[src/rtl/srx_pkg.sv]
package srx_pkg;

  typedef enum logic [2:0] {
    ST_IDLE,
    ST_START,
    ST_DATA,
    ST_PAR,
    ST_STOP
  } srx_state_e;

  localparam logic [1:0] ADDR_CTRL = 2'd0;
  localparam logic [1:0] ADDR_STAT = 2'd1;
  localparam logic [1:0] ADDR_DATA = 2'd2;

  localparam int CTRL_BITS = 5;
  localparam int STAT_BITS = 4;

  // packed: first member is the most significant bit
  typedef struct packed {
    logic err_ie;   // bit 4
    logic full_ie;  // bit 3
    logic par_odd;  // bit 2
    logic par_en;   // bit 1
    logic en;       // bit 0
  } srx_ctrl_t;

endpackage

[src/rtl/srx_sync.sv]
module srx_sync #(
  parameter int STAGES = 2
) (
  input  logic clk,
  input  logic rst_n,
  input  logic din,
  output logic dout
);

  logic [STAGES-1:0] pipe_q;

  generate
    if (STAGES == 1) begin : g_single
      always_ff @(posedge clk or negedge rst_n) begin
        if (!rst_n) pipe_q <= '1;
        else        pipe_q <= din;
      end
    end else begin : g_chain
      always_ff @(posedge clk or negedge rst_n) begin
        if (!rst_n) pipe_q <= '1;
        else        pipe_q <= {pipe_q[STAGES-2:0], din};
      end
    end
  endgenerate

  assign dout = pipe_q[STAGES-1];

endmodule

[src/rtl/srx_framer.sv]
module srx_framer
  import srx_pkg::*;
#(
  parameter int OVERSAMPLE = 16,
  parameter int DATA_BITS  = 8
) (
  input  logic                 clk,
  input  logic                 rst_n,
  input  logic                 enable,
  input  logic                 par_en,
  input  logic                 tick,
  input  logic                 line,
  output logic                 done,
  output logic [DATA_BITS-1:0] data,
  output logic                 pbit,
  output logic                 stop_bit
);

  localparam int CNT_W = $clog2(OVERSAMPLE);
  localparam int IDX_W = $clog2(DATA_BITS);
  localparam logic [CNT_W-1:0] CNT_LAST = CNT_W'(OVERSAMPLE - 1);
  localparam logic [CNT_W-1:0] CNT_MID  = CNT_W'(OVERSAMPLE / 2 - 1);
  localparam logic [IDX_W-1:0] IDX_LAST = IDX_W'(DATA_BITS - 1);

  srx_state_e           state_q;
  logic [CNT_W-1:0]     cnt_q;
  logic [IDX_W-1:0]     idx_q;
  logic [DATA_BITS-1:0] shreg_q;

  always_ff @(posedge clk or negedge rst_n) begin
    if (!rst_n) begin
      state_q  <= ST_IDLE;
      cnt_q    <= '0;
      idx_q    <= '0;
      shreg_q  <= '0;
      pbit     <= 1'b0;
      stop_bit <= 1'b1;
      done     <= 1'b0;
    end else begin
      done <= 1'b0;
      if (!enable) begin
        state_q <= ST_IDLE;
        cnt_q   <= '0;
        idx_q   <= '0;
      end else if (tick) begin
        unique case (state_q)
          ST_IDLE: begin
            if (!line) begin
              state_q <= ST_START;
              cnt_q   <= '0;
            end
          end
          ST_START: begin
            if (cnt_q == CNT_MID) begin
              cnt_q   <= '0;
              idx_q   <= '0;
              state_q <= line ? ST_IDLE : ST_DATA;
            end else begin
              cnt_q <= cnt_q + 1'b1;
            end
          end
          ST_DATA: begin
            if (cnt_q == CNT_LAST) begin
              cnt_q   <= '0;
              shreg_q <= {line, shreg_q[DATA_BITS-1:1]};
              if (idx_q == IDX_LAST) state_q <= par_en ? ST_PAR : ST_STOP;
              else                   idx_q   <= idx_q + 1'b1;
            end else begin
              cnt_q <= cnt_q + 1'b1;
            end
          end
          ST_PAR: begin
            if (cnt_q == CNT_LAST) begin
              cnt_q   <= '0;
              pbit    <= line;
              state_q <= ST_STOP;
            end else begin
              cnt_q <= cnt_q + 1'b1;
            end
          end
          ST_STOP: begin
            if (cnt_q == CNT_LAST) begin
              cnt_q    <= '0;
              stop_bit <= line;
              done     <= 1'b1;
              state_q  <= ST_IDLE;
            end else begin
              cnt_q <= cnt_q + 1'b1;
            end
          end
          default: state_q <= ST_IDLE;
        endcase
      end
    end
  end

  assign data = shreg_q;


  done_pulse_chk: assert property (@(posedge clk) disable iff (!rst_n)
    done |=> !done);


  done_needs_enable_chk: assert property (@(posedge clk) disable iff (!rst_n)
    !enable |=> !done);

endmodule

[src/rtl/srx_rxbuf.sv]
module srx_rxbuf #(
  parameter int DATA_BITS = 8
) (
  input  logic                 clk,
  input  logic                 rst_n,
  input  logic                 flush,
  input  logic                 pop,
  input  logic                 done,
  input  logic [DATA_BITS-1:0] fr_data,
  input  logic                 fr_pbit,
  input  logic                 fr_stop,
  input  logic                 par_en,
  input  logic                 par_odd,
  output logic                 full,
  output logic [DATA_BITS-1:0] data,
  output logic                 set_fer,
  output logic                 set_per,
  output logic                 set_oer
);

  logic load;
  logic par_bad;

  // a read in the same cycle frees the slot for the arriving byte
  assign load    = done && (!full || pop);
  assign par_bad = ((^fr_data) ^ fr_pbit) != par_odd;
  assign set_oer = done && full && !pop;
  assign set_fer = done && !fr_stop;
  assign set_per = load && par_en && par_bad;

  always_ff @(posedge clk or negedge rst_n) begin
    if (!rst_n) begin
      full <= 1'b0;
      data <= '0;
    end else if (flush) begin
      full <= 1'b0;
    end else if (load) begin
      full <= 1'b1;
      data <= fr_data;
    end else if (pop) begin
      full <= 1'b0;
    end
  end


  overrun_keeps_byte_chk: assert property (@(posedge clk) disable iff (!rst_n)
    (set_oer && !flush) |=> (full && $stable(data)));


  full_rise_chk: assert property (@(posedge clk) disable iff (!rst_n)
    $rose(full) |-> $past(done));


  pop_with_done_chk: assert property (@(posedge clk) disable iff (!rst_n)
    (done && pop && !flush) |=> full);

endmodule

[src/rtl/srx_csr.sv]
module srx_csr
  import srx_pkg::*;
#(
  parameter int DW = 8
) (
  input  logic          clk,
  input  logic          rst_n,
  input  logic          wr,
  input  logic          rd,
  input  logic [1:0]    addr,
  input  logic [DW-1:0] wdata,
  input  logic          full,
  input  logic [DW-1:0] buf_data,
  input  logic          set_fer,
  input  logic          set_per,
  input  logic          set_oer,
  output srx_ctrl_t     ctrl,
  output logic          flush,
  output logic          pop,
  output logic [DW-1:0] rdata,
  output logic          irq
);

  logic fer_q, per_q, oer_q;
  logic ctrl_wr, stat_wr;
  logic unused_wbits;

  assign ctrl_wr      = wr && (addr == ADDR_CTRL);
  assign stat_wr      = wr && (addr == ADDR_STAT);
  assign flush        = ctrl_wr && !wdata[0];
  assign pop          = rd && (addr == ADDR_DATA);
  assign unused_wbits = ^wdata[DW-1:CTRL_BITS];

  always_ff @(posedge clk or negedge rst_n) begin
    if (!rst_n) begin
      ctrl <= '0;
    end else if (ctrl_wr) begin
      ctrl.en     <= wdata[0];
      ctrl.err_ie <= wdata[4];
      if (!ctrl.en) begin
        ctrl.par_en  <= wdata[1];
        ctrl.par_odd <= wdata[2];
        ctrl.full_ie <= wdata[3];
      end
    end
  end

  always_ff @(posedge clk or negedge rst_n) begin
    if (!rst_n) begin
      fer_q <= 1'b0;
      per_q <= 1'b0;
      oer_q <= 1'b0;
    end else if (flush) begin
      fer_q <= 1'b0;
      per_q <= 1'b0;
      oer_q <= 1'b0;
    end else begin
      fer_q <= set_fer | (fer_q & ~(stat_wr & wdata[1]));
      per_q <= set_per | (per_q & ~(stat_wr & wdata[2]));
      oer_q <= set_oer | (oer_q & ~(stat_wr & wdata[3]));
    end
  end

  always_comb begin
    unique case (addr)
      ADDR_CTRL: rdata = {{(DW-CTRL_BITS){1'b0}}, ctrl};
      ADDR_STAT: rdata = {{(DW-STAT_BITS){1'b0}}, oer_q, per_q, fer_q, full};
      ADDR_DATA: rdata = buf_data;
      default:   rdata = '0;
    endcase
  end

  assign irq = (full & ctrl.full_ie) | ((fer_q | per_q | oer_q) & ctrl.err_ie);


  flush_clears_chk: assert property (@(posedge clk) disable iff (!rst_n)
    flush |=> (!fer_q && !per_q && !oer_q));


  mode_locked_chk: assert property (@(posedge clk) disable iff (!rst_n)
    (ctrl_wr && ctrl.en) |=> ($stable(ctrl.par_en) && $stable(ctrl.par_odd)
                              && $stable(ctrl.full_ie)));


  w1c_zero_chk: assert property (@(posedge clk) disable iff (!rst_n)
    (stat_wr && !wdata[1] && fer_q) |=> fer_q);


  set_beats_clear_chk: assert property (@(posedge clk) disable iff (!rst_n)
    (set_oer && !flush) |=> oer_q);


  irq_gated_chk: assert property (@(posedge clk) disable iff (!rst_n)
    (!ctrl.err_ie && !ctrl.full_ie) |-> !irq);

endmodule

[src/rtl/serial_rx.sv]
module serial_rx
  import srx_pkg::*;
#(
  parameter int OVERSAMPLE  = 16,
  parameter int DATA_BITS   = 8,
  parameter int SYNC_STAGES = 2
) (
  input  logic                 clk,
  input  logic                 rst_n,
  input  logic                 rxd,
  input  logic                 baud_tick,
  input  logic                 reg_wr,
  input  logic                 reg_rd,
  input  logic [1:0]           reg_addr,
  input  logic [DATA_BITS-1:0] reg_wdata,
  output logic [DATA_BITS-1:0] reg_rdata,
  output logic                 rx_full,
  output logic                 irq
);

  logic                 line_s;
  srx_ctrl_t            ctrl;
  logic                 flush, pop;
  logic                 fr_done, fr_pbit, fr_stop;
  logic [DATA_BITS-1:0] fr_data, buf_data;
  logic                 set_fer, set_per, set_oer;

  srx_sync #(.STAGES(SYNC_STAGES)) u_sync (
    .clk  (clk),
    .rst_n(rst_n),
    .din  (rxd),
    .dout (line_s)
  );

  srx_framer #(.OVERSAMPLE(OVERSAMPLE), .DATA_BITS(DATA_BITS)) u_framer (
    .clk     (clk),
    .rst_n   (rst_n),
    .enable  (ctrl.en),
    .par_en  (ctrl.par_en),
    .tick    (baud_tick),
    .line    (line_s),
    .done    (fr_done),
    .data    (fr_data),
    .pbit    (fr_pbit),
    .stop_bit(fr_stop)
  );

  srx_rxbuf #(.DATA_BITS(DATA_BITS)) u_rxbuf (
    .clk    (clk),
    .rst_n  (rst_n),
    .flush  (flush),
    .pop    (pop),
    .done   (fr_done),
    .fr_data(fr_data),
    .fr_pbit(fr_pbit),
    .fr_stop(fr_stop),
    .par_en (ctrl.par_en),
    .par_odd(ctrl.par_odd),
    .full   (rx_full),
    .data   (buf_data),
    .set_fer(set_fer),
    .set_per(set_per),
    .set_oer(set_oer)
  );

  srx_csr #(.DW(DATA_BITS)) u_csr (
    .clk     (clk),
    .rst_n   (rst_n),
    .wr      (reg_wr),
    .rd      (reg_rd),
    .addr    (reg_addr),
    .wdata   (reg_wdata),
    .full    (rx_full),
    .buf_data(buf_data),
    .set_fer (set_fer),
    .set_per (set_per),
    .set_oer (set_oer),
    .ctrl    (ctrl),
    .flush   (flush),
    .pop     (pop),
    .rdata   (reg_rdata),
    .irq     (irq)
  );

endmodule

[config.mk]
export PLATFORM = sky130hd
export DESIGN_NAME = serial_rx
export DESIGN_NICKNAME = d
export VERILOG_FILES = /design/src/rtl/srx_pkg.sv /design/src/rtl/srx_sync.sv /design/src/rtl/srx_framer.sv /design/src/rtl/srx_rxbuf.sv /design/src/rtl/srx_csr.sv /design/src/rtl/serial_rx.sv
export SDC_FILE = /design/constraint.sdc
export NUM_CORES = 1
export LEC_CHECK = 0
export ABC_AREA = 1
export ABC_CLOCK_PERIOD_IN_PS = 1650
export BUFFER_PORTS_ARGS = -buffer_cell sky130_fd_sc_hd__buf_2
export CORE_AREA = 8 8 83 85
export DETAILED_ROUTE_END_ITERATION = 10
export DIE_AREA = 0 0 91 93
export REMOVE_ABC_BUFFERS = 1
export SLEW_MARGIN = 20
export SYNTH_ARGS = -nofsm -noshare
export SYNTH_HDL_FRONTEND = slang
export SYNTH_SLANG_ARGS = --single-unit
[constraint.sdc]
create_clock -name clk -period 1.65 [get_ports clk]
set_clock_uncertainty 0.05 [all_clocks]
set_input_delay 0.0825 -clock clk [delete_from_list [all_inputs] [get_ports clk]]
set_output_delay 0.0825 -clock clk [all_outputs]
set_load 0.1 [all_outputs]
Word-level counts from Yosys, hierarchy flattened:

Cells that the tools add are included.

* $add $sub $neg: 2
* eq/ne operators: 20
* multiplexer cells: 34
* bitwise operators: 20
* reduce and logical (&&, ||, !) cells: 28

Operator list (number)
* 3-bit 2-to-1 mux: 14
* 3-bit != test, second input constant: 8
* 8-bit one-hot mux with 3 select lines: 1
* 4-bit 2-to-1 mux: 5
* 3-bit one-hot mux with 5 select lines: 1
* 4-bit one-hot mux with 3 select lines: 1
* 4-bit AND reduction: 3
* 1-bit logical AND: 10
* 1-bit 2-to-1 mux: 10
* 1-bit bitwise AND: 8
* 8-bit XOR reduction: 1
* 7-bit AND reduction: 1
* 3-bit by 2-bit == test with 1-bit output, second input constant: 2
* 3-bit == test, second input constant: 2
* 1-bit bitwise OR: 6
* 3-bit one-hot mux with 2 select lines: 1
* 1-bit inverter: 5
* 5-bit AND reduction: 1
* 4-bit by 1-bit adder with 4-bit output, second input constant: 1
* 4-bit by 3-bit == test with 1-bit output, second input constant: 1
* 4-bit == test, second input constant: 1
* 1-bit logical NOT: 4
* 4-bit != test, second input constant: 1
* 2-bit AND reduction: 2
* 14 further kinds: 14

* register bits: 40
* input bits: 16
* word-level logic and storage cells: 122

Depth between registers and ports, before layout:

Gate-level depths: netlist of the first run.

* word-level depth: 8
* gate-level depth with buffers: 10
* mapped depth without buffers: 10

By module:

A second synthesis of the first run with hierarchy kept.

* cells, all modules: 289
* area, all modules: 2324.7 um^2

Modules (own cells, without submodules)
* srx_framer: instances 1, cells each 156, area an instance 1231.2 um^2, seq. area each 526.8 um^2
* srx_rxbuf: instances 1, cells each 62, area an instance 528.0 um^2, seq. area each 225.2 um^2
* srx_csr: instances 1, cells each 69, area an instance 513.0 um^2, seq. area each 200.2 um^2
* srx_sync: instances 1, cells each 2, area an instance 52.6 um^2, seq. area each 52.6 um^2

Worst setup path after synthesis of the first run:

No wires, ideal clock.

* path type: reg-to-output
* from: register u_rxbuf.full
* to: output irq
* arrival time: 3.197 ns
* required time: 1.517 ns
* setup slack: -1.679 ns
* stages on the path, launching flop included: 3
* buffers on the path: 0
* cell sequence: dfrtp_1 > inv_1 > o21ai_0

* word-level cells in the longest chain between the ends: 2

RTL lines
* start, declared: line srx_rxbuf.sv:14 `output logic full,`
* start signal, assigned: line srx_rxbuf.sv:33 `full <= 1'b0;`
* start signal, assigned: line srx_rxbuf.sv:36 `full <= 1'b0;`
* start signal, assigned: line srx_rxbuf.sv:38 `full <= 1'b1;`
* 1-bit bitwise AND: line srx_csr.sv:73 `assign irq = (full & ctrl.full_ie) | ((fer_q | per_q | oer_q) & ctrl.err_ie);`
* 1-bit bitwise OR: line srx_csr.sv:73
* end, declared: line serial_rx.sv:18 `output logic irq`

No other way between the ends.

Worst setup path after layout of the first run:

* from: register u_csr.ctrl[0] (netlist name)
* to: output reg_rdata[0]

* word-level cells in the longest chain between the ends: 1

RTL lines
* 8-bit one-hot mux with 3 select lines: line srx_csr.sv:65 `unique case (addr)`
* end, declared: line serial_rx.sv:16 `output logic [DATA_BITS-1:0] reg_rdata,`

No other way between the ends.

==> results.md, run 1 <==
- Maximum Capacitance Violations: 0
- Most frequent cells after synthesis: 79 x nand2_1, 37 x dfrtp_1, 34 x inv_1
- Slew @ Worst Pin: approximately 0.5 ns
- Tcrit/Tclk final: 0.926
- Setup CP Type: flop to primary output
- Yosys top cell area share: 0.426
- Post-synth ARST share: 1.00
- Synth warn: 0
- Num rows: 28
- Synth area leaders: dfrtp_1 43%, nand2_1 14%, inv_1 5.9%, dfstp_2 3.6%, nand3_1 3.2%
- Hold Path Cell Cnt: 3
- # Post-CTS Setup Buffers: 0
- Setup crit end: reg_rdata[0]
- Internal power component: about 1900 µW
- Outcome: completed
- Register share of total power: 0.408
- Crit Reg-Reg Endpoint: u_framer.state_q[1]
- Register area share after synthesis: 0.462
- GRT Total Usage: 0.109
- Final min period: 1.53 ns
- Rel. slew slack: 0.670
- CTS Sinks: 40
- Net Sw Frac: 0.363
- CP Launch Type: flop
- CTS Buf Count: 5
- Switch Pwr: about 1100 µW
- TritonCTS clock tree: built
- Worst hold slack: between 0.015 and 0.02 ns
- Worst R2R Setup Slack: between 0.1 and 0.15 ns
- Max H-tree Level: 2
- CP required: 1.52 ns
- Final Hold Fails: 0
- Number of global-route vias before repair: ~1800
- Initial antenna violation count: 0
- Largest net degree at the start of global routing: 22
- Die width: just over 90 µm
- Synthesis-stage register bit count: 40
- Clock latency on the worst-skew pair: around 0.28 ns
- Clock transition at the registers of the reported paths: approximately 0.080 ns
- CP Launch Point: u_csr.ctrl[0]
- Vias per inst: around 4.6
- Root buf cell: clkbuf_8
- Gpl congestion: between 0.8 and 0.9
- First-pass GRT wire length: between 7000 and 8000 µm
- Mapped Area: roughly 2200 µm²
- Area grow syn2layout: 21.2%
- GRT overflow: 0
- DRC: 0
- Max clock buf depth: 2
- Core Area: about 5700 µm²
- N_diodes: 0
- Post-synth EDFFs: 0
- DR iter-0 viols: 66
- Final Setup Violations: 0
- Post-route ant nets: 0
- Setup repair after global routing missed its margin: true
- Worst min-delay path category: input pin to flop
- Initial DRT Pass Iterations: 4
- Final WL: roughly 4400 µm
- Io pins: 26
- Final Net Count: about 330
- Synthesized instance count: approximately 280
- Share of layout cells above drive strength 1: 0.259
- Power after layout: approximately 3000 µW
- Most numerous cell in the Yosys netlist: nand2_1
- Die H: 93 µm
- Leakage Power: approximately 0.0013 µW
- DR WL/cell: between 10 and 15 µm
- Distinct cells, synth: 34
- Via count: ~1800
- VDD IR max: roughly 0.00048 V
- FF-to-FF path depth: 8
- Initial core utilization: 0.383
- Port Buffers: 22
- Nature of the critical path endpoint: primary output
- Top FF cell, synth: dfrtp_1
- Mapped Avg Cell Area: roughly 8 µm²
- WP data arrival: approximately 1.4 ns
- Hpwl dp: ~3500 µm
- Clk network pwr share: 0.258
- Reg-to-Reg Start: u_framer.state_q[2]
- Final Slew Violations: 0
- Die footprint: between 8000 and 9000 µm²
- Post-synth top area cell: dfrtp_1
- Pwr dens: approximately 1100 nW/µm²
- CP max FO: 7
- Combinational cell fraction of total power: 0.334
- Peak Freq: between 600 and 700 MHz
how the worst min path moves through the flow:
stage / slack [ns] / end / startpoint
final: 0.02 / u_csr.ctrl[3] / reg_wdata[3]
after global routing: 0.03 / u_csr.ctrl[3] / reg_wdata[3]
after CTS: 0.01 / u_csr.ctrl[3] / reg_wdata[3]
after detailed placement: 0.02 / u_rxbuf.data[6] / rst_n
after global placement: 0.02 / u_rxbuf.data[6] / rst_n
after floorplan: -0.26 / u_csr.ctrl[0] / rst_n
power by group through the flow:
| stage | sequential (µW) | combinational (µW) | clock, µW |
|---|---|---|---|
| after floorplan | 1200 | 664 | 0 |
| after global placement | 1200 | 940 | 0 |
| after detailed placement | 1210 | 947 | 0 |
| after CTS | 1190 | 960 | 798 |
| after global routing | 1230 | 1140 | 833 |
| final | 1220 | 1000 | 774 |
sequential cells by signal, summed over array words and instances, names as in the netlist:
signal,flops
u_framer.state_q,3
u_framer.pbit,1
u_rxbuf.data,8
u_framer.stop_bit,1
u_csr.fer_q,1
u_framer.cnt_q,4
u_sync.pipe_q,2
u_framer.data,8
u_framer.idx_q,3
u_csr.ctrl,5
u_csr.per_q,1
u_framer.done,1
u_csr.oer_q,1
u_rxbuf.full,1
layout make-up:
cell class | count | area [µm²]
inverters | 40 | 150
clock buffers | 6 | 72.6
multi-input cells | 191 | 1010
flip-flops and latches | 40 | 1010
clock inverters | 2 | 35.0
well taps | 75 | 93.8
repair buffers | 34 | 260
fillers | 602 | 3040
cell families (layout without fill, tap and decap cells):
kind of cell    count (synthesis)  in the layout  share of synthesized area
simple gates                  133            133                      0.274
flops                          40             40                      0.462
buf+inv                        44             82                     0.0880
fa+ha+maj                       3              3                     0.0173
mux                             1              1                    0.00518
xor+xnor                        3              3                     0.0121
compound gates                 51             51                      0.142
stage by stage:
stage                     TNS, ns  cell area (µm²)   util  worst slack (ns)  cells
final                           0             2640  0.464             0.122    388
after global routing      -0.0157             2640  0.464           -0.0157    388
after CTS                       0             2590  0.457            0.0138    388
after detailed placement        0             2460  0.433            0.0257    377
after global placement          0             2460  0.433            0.0685    377
after floorplan             -5.80             2130      -             -1.68    271
cells in the final DEF (no fill, tap or decap), types with 2 or more instances in the layout:
master         Yosys  routed
a21oi_1           11       9
a21oi_2            0       2
buf_12             1       4
buf_2              2      21
buf_4              0       6
clkbuf_8           0       5
dfrtp_1           37      34
dfrtp_2            0       3
dfstp_2            3       3
dlygate4sd3_1      0       3
ha_1               3       2
inv_1             34      34
inv_2              6       6
nand2_1           79      78
nand2_2            9      10
nand3_1           14      13
nand4_1            3       3
nor2_1            16      15
nor2_2             2       3
nor2_4             3       3
o211ai_1           2       2
o21ai_0           11      11
o21ai_1           13      13
o21ai_2            8       8
or2_1              3       3
xnor2_1            2       2
metal layers:
layer	track usage	share of wire
met4	0.0450	0.0092
met2	0.182	0.46
met3	0.0280	0.043
met5	0	0
met1	0.130	0.49
worst max-delay path, cell delays in order, from the launching register on:
cell,delay [ns]
dfrtp_2,0.44
inv_1,0.15
o221ai_1,0.30
buf_12,0.22
timing repair:
item / in CTS / in global routing
hold buffers: 3 / 0
hold endpoints to repair: 18 / 0
resized for setup: 0 / 11
setup endpoints to repair: 0 / 10
Note: power is estimated with default switching activity, not from simulation.
==> inputs of run 2 (changes only) <==
--- a/config.mk
+++ b/config.mk
@@ -8,9 +8,10 @@
 export ABC_AREA = 1
 export ABC_CLOCK_PERIOD_IN_PS = 1650
 export BUFFER_PORTS_ARGS = -buffer_cell sky130_fd_sc_hd__buf_2
-export CORE_AREA = 8 8 83 85
+export CORE_AREA = 8 8 75 77
 export DETAILED_ROUTE_END_ITERATION = 10
-export DIE_AREA = 0 0 91 93
+export DIE_AREA = 0 0 83 85
+export PLACE_DENSITY = 0.69
 export REMOVE_ABC_BUFFERS = 1
 export SLEW_MARGIN = 20
 export SYNTH_ARGS = -nofsm -noshare
==> results.md, run 2 (synthesis gave the netlist of run 1 again) <==
- Outcome: completed
- VDD IR max: 0.000642 V (+34%)
- Via count: 1805 (+1.9%)
- Final Net Count: 333 (+0.60%)
- Number of global-route vias before repair: 1721 (-1.8%)
- Clock latency on the worst-skew pair: 0.29 ns (about the same)
- First-pass GRT wire length: 7780 µm (+3.2%)
- Worst hold slack: 0.0109 ns (-0.00612 ns)
- Final Setup Violations: 0 (unchanged)
- Slew @ Worst Pin: 0.489 ns (-0.00915 ns)
- Initial antenna violation count: 0 (unchanged)
- Share of layout cells above drive strength 1: 0.263 (+0.00471)
- Hpwl dp: 3340 µm (-3.3%)
- Worst min-delay path category: input pin to flop
- Hold Path Origin: reg_wdata[1]
- Most common cell after layout, fill and taps aside: nand2_1
- Die H: 85 µm (-8.6%)
- Die width: 83 µm (-8.8%)
- CP max FO: 5 (-2)
- Reg-to-Reg Start: u_framer.state_q[1]
- Pwr dens: 1160 nW/µm² (+2.1%)
- Top Registers: u_framer.data (8), u_rxbuf.data (8), u_csr.ctrl (5)
- TritonCTS clock tree: built
- N_diodes: 0 (unchanged)
- WP data arrival: 1.72 ns (+0.32 ns)
- Worst R2R Setup Slack: 0.10 ns (-0.03 ns)
- CP Launch Type: flop
- CP Launch Point: u_framer.state_q[1]
- Vias per inst: 4.89 (+7.1%)
- Io pins: 26 (unchanged)
- Crit path largest cell delay: 0.45 ns (about the same)
- Setup TNS: 0 ns (unchanged)
- DRC: 0 (unchanged)
- Layout fillers: 413 (-31%)
- CP cell instances: inv_2 > nor2_4 > nand2_2 > or2_4 > nand2_1 > a21oi_1 > nand2_2 > nand2_1 > o21ai_1
- Post-route ant nets: 0 (unchanged)
- Final WL: 4360 µm (about the same)
- Slowest stage cell, crit path: dfrtp_2
- DR iter-0 viols: 66 (unchanged)
- Core Area: 4540 µm² (-20%)
- Footprint of the multi-input gates: 1010 µm² (-0.62%)
- Clock transition at the registers of the reported paths: 0.08 ns (about the same)
- Num rows: 25 (-11%)
- Die footprint: 7060 µm² (-17%)
- Max H-tree Level: 2 (unchanged)
- CTS Buf Count: 5 (unchanged)
- Area grow syn2layout: 19.9%
- Peak Freq: 646 MHz (-1.4%)
- Most frequent cells in the layout: 78 x nand2_1, 35 x dfrtp_1, 34 x inv_1
- Rel. slew slack: 0.676 (+0.00606)
- Final Hold Fails: 0 (unchanged)
- Leakage Power: 0.00128 µW (+0.44%)
- Buf/Inv on CP: 1 (-1)
- Largest net degree at the start of global routing: 20 (-9.1%)
- Root buf cell: clkbuf_8
- Gpl congestion: 0.842 (-2.9%)
- CP required: 1.82 ns (+0.30 ns)
- DR WL/cell: 11.8 µm (+5.1%)
- Maximum Capacitance Violations: 0 (unchanged)
- Initial DRT Pass Iterations: 4 (unchanged)
- Final Slew Violations: 0 (unchanged)
- Setup CP Type: flop to flop
- Cell family with most CP delay: simple AND/OR/NAND/NOR gates
- Setup repair after global routing missed its margin: false
- GRT Total Usage: 0.131 (+0.0229)
- Max clock buf depth: 2 (unchanged)
- Tcrit/Tclk final: 0.939 (+0.0128)
- GRT overflow: 0 (unchanged)
- Initial core utilization: 0.479 (+0.0963)
- Power after layout: 3030 µW (+1.0%)
- Port Buffers: 22 (unchanged)
- Final min period: 1.55 ns (+0.0211 ns)
- FF+latch area: 1010 µm² (-0.12%)
- Nature of the critical path endpoint: flop
- CTS Sinks: 40 (unchanged)
==> run 2: worst paths after layout <==
path / end / depth (start not counted)
worst max register to register: u_framer.state_q[0] / 9
max in group asynchronous: u_framer.stop_bit / 3
min in group asynchronous: u_framer.data[4] / 2
worst max-delay path: u_framer.state_q[0] / 9
worst min register to register: u_sync.pipe_q[1] / 0
worst min-delay path: u_csr.ctrl[1] / 3
==> run 2: layout make-up <==
type | instances | share of cell area
Inverter | 40 | 0.0576
Tap cell | 54 | 0.0259
Sequential cell | 40 | 0.386
Clock inverter | 3 | 0.0163
Timing Repair Buffer | 36 | 0.101
Clock buffer | 5 | 0.0264
Multi-Input combinational cell | 191 | 0.387
==> run 2: worst min-delay path, stage by stage <==
cell     delay, ns
buf_2         0.10
inv_1         0.05
o21ai_0       0.08
==> run 2: routing by layer <==
layer  vias up  GRT usage  share of wire
met5         -          0              0
met4         0     0.0479          0.017
met3         7     0.0412          0.039
met2        31      0.213           0.47
met1       806      0.160           0.47
li1        961          -              -
==> run 2: where the power goes <==
part	leakage (µW)	internal, µW	switching (µW)
combinational	0.000695	388	621
clock	0.0000541	447	341
sequential	0.000532	1090	138
total	0.00128	1930	1100
==> run 2: repair_timing <==
action,4_1_cts,5_1_grt
gates resized for setup,1,9
endpoints found under the setup margin,4,9
hold buffers,3,0
hold endpoints to repair,18,0
setup buffers,0,1
pin swaps,0,3
==> run 2: per-stage QoR <==
step           setup slack, ns  instance area [µm²]  instances   util
2_1_floorplan            -1.68                 2130        271      -
3_3_place_gp            0.0698                 2430        357  0.535
3_5_place_dp            0.0299                 2430        357  0.535
4_1_cts                0.00894                 2570        368  0.567
5_1_grt                0.00130                 2610        369  0.575
6_report                 0.101                 2610        369  0.575
==> inputs of run 3 (changes only) <==
==> constraint.sdc (replaced) <==
create_clock -name clk -period 1.65 [get_ports clk]
set_clock_uncertainty 0.05 [all_clocks]
set_input_delay 0.33 -clock clk [delete_from_list [all_inputs] [get_ports clk]]
set_output_delay 0.33 -clock clk [all_outputs]
set_load 0.1 [all_outputs]
==> results.md, run 3 (synthesis gave the netlist of run 1 again) <==
- CP cell instances: o31ai_2 > o21ai_1 > buf_6
- CP max FO: 3 (-2)
- Power after layout: 3060 µW (+1.1%)
- Tcrit/Tclk final: 0.992 (+0.0531)
- CTS Sinks: 40 (unchanged)
- First-pass GRT wire length: 7730 µm (-0.54%)
- Maximum Capacitance Violations: 0 (unchanged)
- TritonCTS clock tree: built
- Setup CP Type: flop to primary output
- Initial DRT Pass Iterations: 4 (unchanged)
- Met1 wire length: 1910 µm (-6.7%)
- Slowest stage cell, crit path: dfrtp_1
- Slew @ Worst Pin: 0.503 ns (+0.0144 ns)
- DRC: 0 (unchanged)
- FF-to-FF path depth: 8 (-1)
- Rel. slew slack: 0.664 (-0.0119)
- Met3 WL post-DR: 197 µm (+17%)
- Crit Reg-Reg Endpoint: u_framer.state_q[1]
- CTS hold repair buffers: 0 (-3)
- Worst hold slack: 0.0401 ns (+0.0292 ns)
- VDD IR max: 0.000738 V (+15%)
- Initial core utilization: 0.479 (unchanged)
- Most common cell after layout, fill and taps aside: nand2_1
- DR iter-0 viols: 56 (-15%)
- Core Area: 4540 µm² (unchanged)
- Vias per inst: 5.02 (+2.7%)
- Area grow syn2layout: 25.9%
- Final Net Count: 332 (-0.30%)
- Gpl congestion: 0.876 (+4.1%)
- Clock latency on the worst-skew pair: 0.29 ns (about the same)
- Top Registers: u_framer.data (8), u_rxbuf.data (8), u_csr.ctrl (5)
- Outcome: completed
- Largest net degree at the start of global routing: 41 (+110%)
- Die H: 85 µm (unchanged)
- Uppermost layer routed: met4
- Layout fillers: 411 (-0.48%)
- CTS Buf Count: 5 (unchanged)
- Via count: 1849 (+2.4%)
- GRT overflow: 0 (unchanged)
- CP required: 1.27 ns (-0.55 ns)
- Final WL: 4440 µm (+1.7%)
- Nature of the critical path endpoint: primary output
- Setup repair after global routing missed its margin: true
- Port Buffers: 22 (unchanged)
- Die footprint: 7060 µm² (unchanged)
- Pwr dens: 1120 nW/µm² (-3.7%)
- Crit path largest cell delay: 0.41 ns (-0.04 ns)
- Final Slew Violations: 0 (unchanged)
- Initial antenna violation count: 0 (unchanged)
- Final Hold Fails: 0 (unchanged)
- Peak Freq: 611 MHz (-5.3%)
- CP Launch Type: flop
- Io pins: 26 (unchanged)
- Share of layout cells above drive strength 1: 0.280 (+0.0168)
- Root buf cell: clkbuf_8
- Max clock buf depth: 2 (unchanged)
- Hpwl dp: 3420 µm (+2.4%)
- Reg-to-Reg Start: u_framer.state_q[2]
- Number of global-route vias before repair: 1791 (+4.1%)
- Clock transition at the registers of the reported paths: 0.08 ns (about the same)
- WL met2: 2210 µm (+6.9%)
- Most frequent cells in the layout: 78 x nand2_1, 34 x dfrtp_1, 33 x inv_1
- Final min period: 1.64 ns (+0.0875 ns)
- WP data arrival: 1.26 ns (-0.46 ns)
- Worst R2R Setup Slack: 0.13 ns (+0.03 ns)
- Die width: 83 µm (unchanged)
- Final Setup Violations: 0 (unchanged)
- N_diodes: 0 (unchanged)
- Placed instance count: 359 (+0.56%)
- Non-filler cells, final: 368 (-0.27%)
- Max H-tree Level: 2 (unchanged)
- DR WL/cell: 12.1 µm (+1.9%)
- Num rows: 25 (unchanged)
- Leakage Power: 0.00130 µW (+1.8%)
- Post-route ant nets: 0 (unchanged)
- GRT Total Usage: 0.132 (+0.000621)
- Worst min-delay path category: input pin to asynchronous set/reset pin
## run 3: cell count changes in the layout (fill, tap and decap cells not counted), moves of 2 or more
| cell | change |
|---|---|
| buf_2 | -8 |
| buf_4 | +2 |
| clkbuf_16 | +2 |
| dlygate4sd3_1 | -3 |
| buf_12 | +5 |
## run 3: metrics by stage
stage	instance area, µm²	worst slack [ns]	utilization	TNS [ns]
detailed placement	2550	0.0220	0.561	0
floorplan	2130	-1.93	-	-8.59
global route	2740	-0.0389	0.604	-0.0395
finish	2740	0.0136	0.604	0
CTS	2670	0.0227	0.589	0
global placement	2550	0.0721	0.561	0
## run 3: worst max path at each step
stage	depth (start not counted)	from	slack (ns)	to
5_1_grt	3	u_csr.oer_q	-0.04	irq
4_1_cts	3	u_csr.ctrl[1]	0.02	reg_rdata[1]
3_5_place_dp	10	u_framer.cnt_q[0]	0.02	u_framer.idx_q[1]
3_3_place_gp	10	u_framer.cnt_q[0]	0.07	u_framer.idx_q[0]
6_report	3	u_csr.oer_q	0.01	irq
2_1_floorplan	2	u_rxbuf.full	-1.93	irq
## run 3: power breakdown
part	internal, µW	leakage [µW]	switching [µW]
registers	1090	0.000532	145
clock network	449	0.0000552	330
logic	407	0.000717	638
## run 3: critical path: cells and delay by family, from the launching register on
kind,cells,cell delay [ns]
AOI/OAI and AO/OA,2,0.36
buffers and inverters,1,0.20
DFF,1,0.41
## run 3: what timing repair did
action                     CTS  global route
setup endpoints to repair    3            12
pin swaps                    0             2
setup buffers                0             1
resized for setup            5            16
## run 3: cell type report
class / instances / area, µm² / area share
clock buffer: 6 / 72.6 / 0.0265
clock inverter: 2 / 35.0 / 0.0128
inverter: 40 / 150 / 0.0548
multi-input combinational: 191 / 1040 / 0.378
sequential: 40 / 1010 / 0.368
tap: 54 / 67.6 / 0.0247
timing repair buffer: 35 / 369 / 0.135
## run 3: per-layer routing
metal / track usage / vias to the layer above
met1: 0.144 / 843
met5: 0 / -
met2: 0.225 / 39
met4: 0.0735 / 0
met3: 0.0383 / 12
li1: - / 955
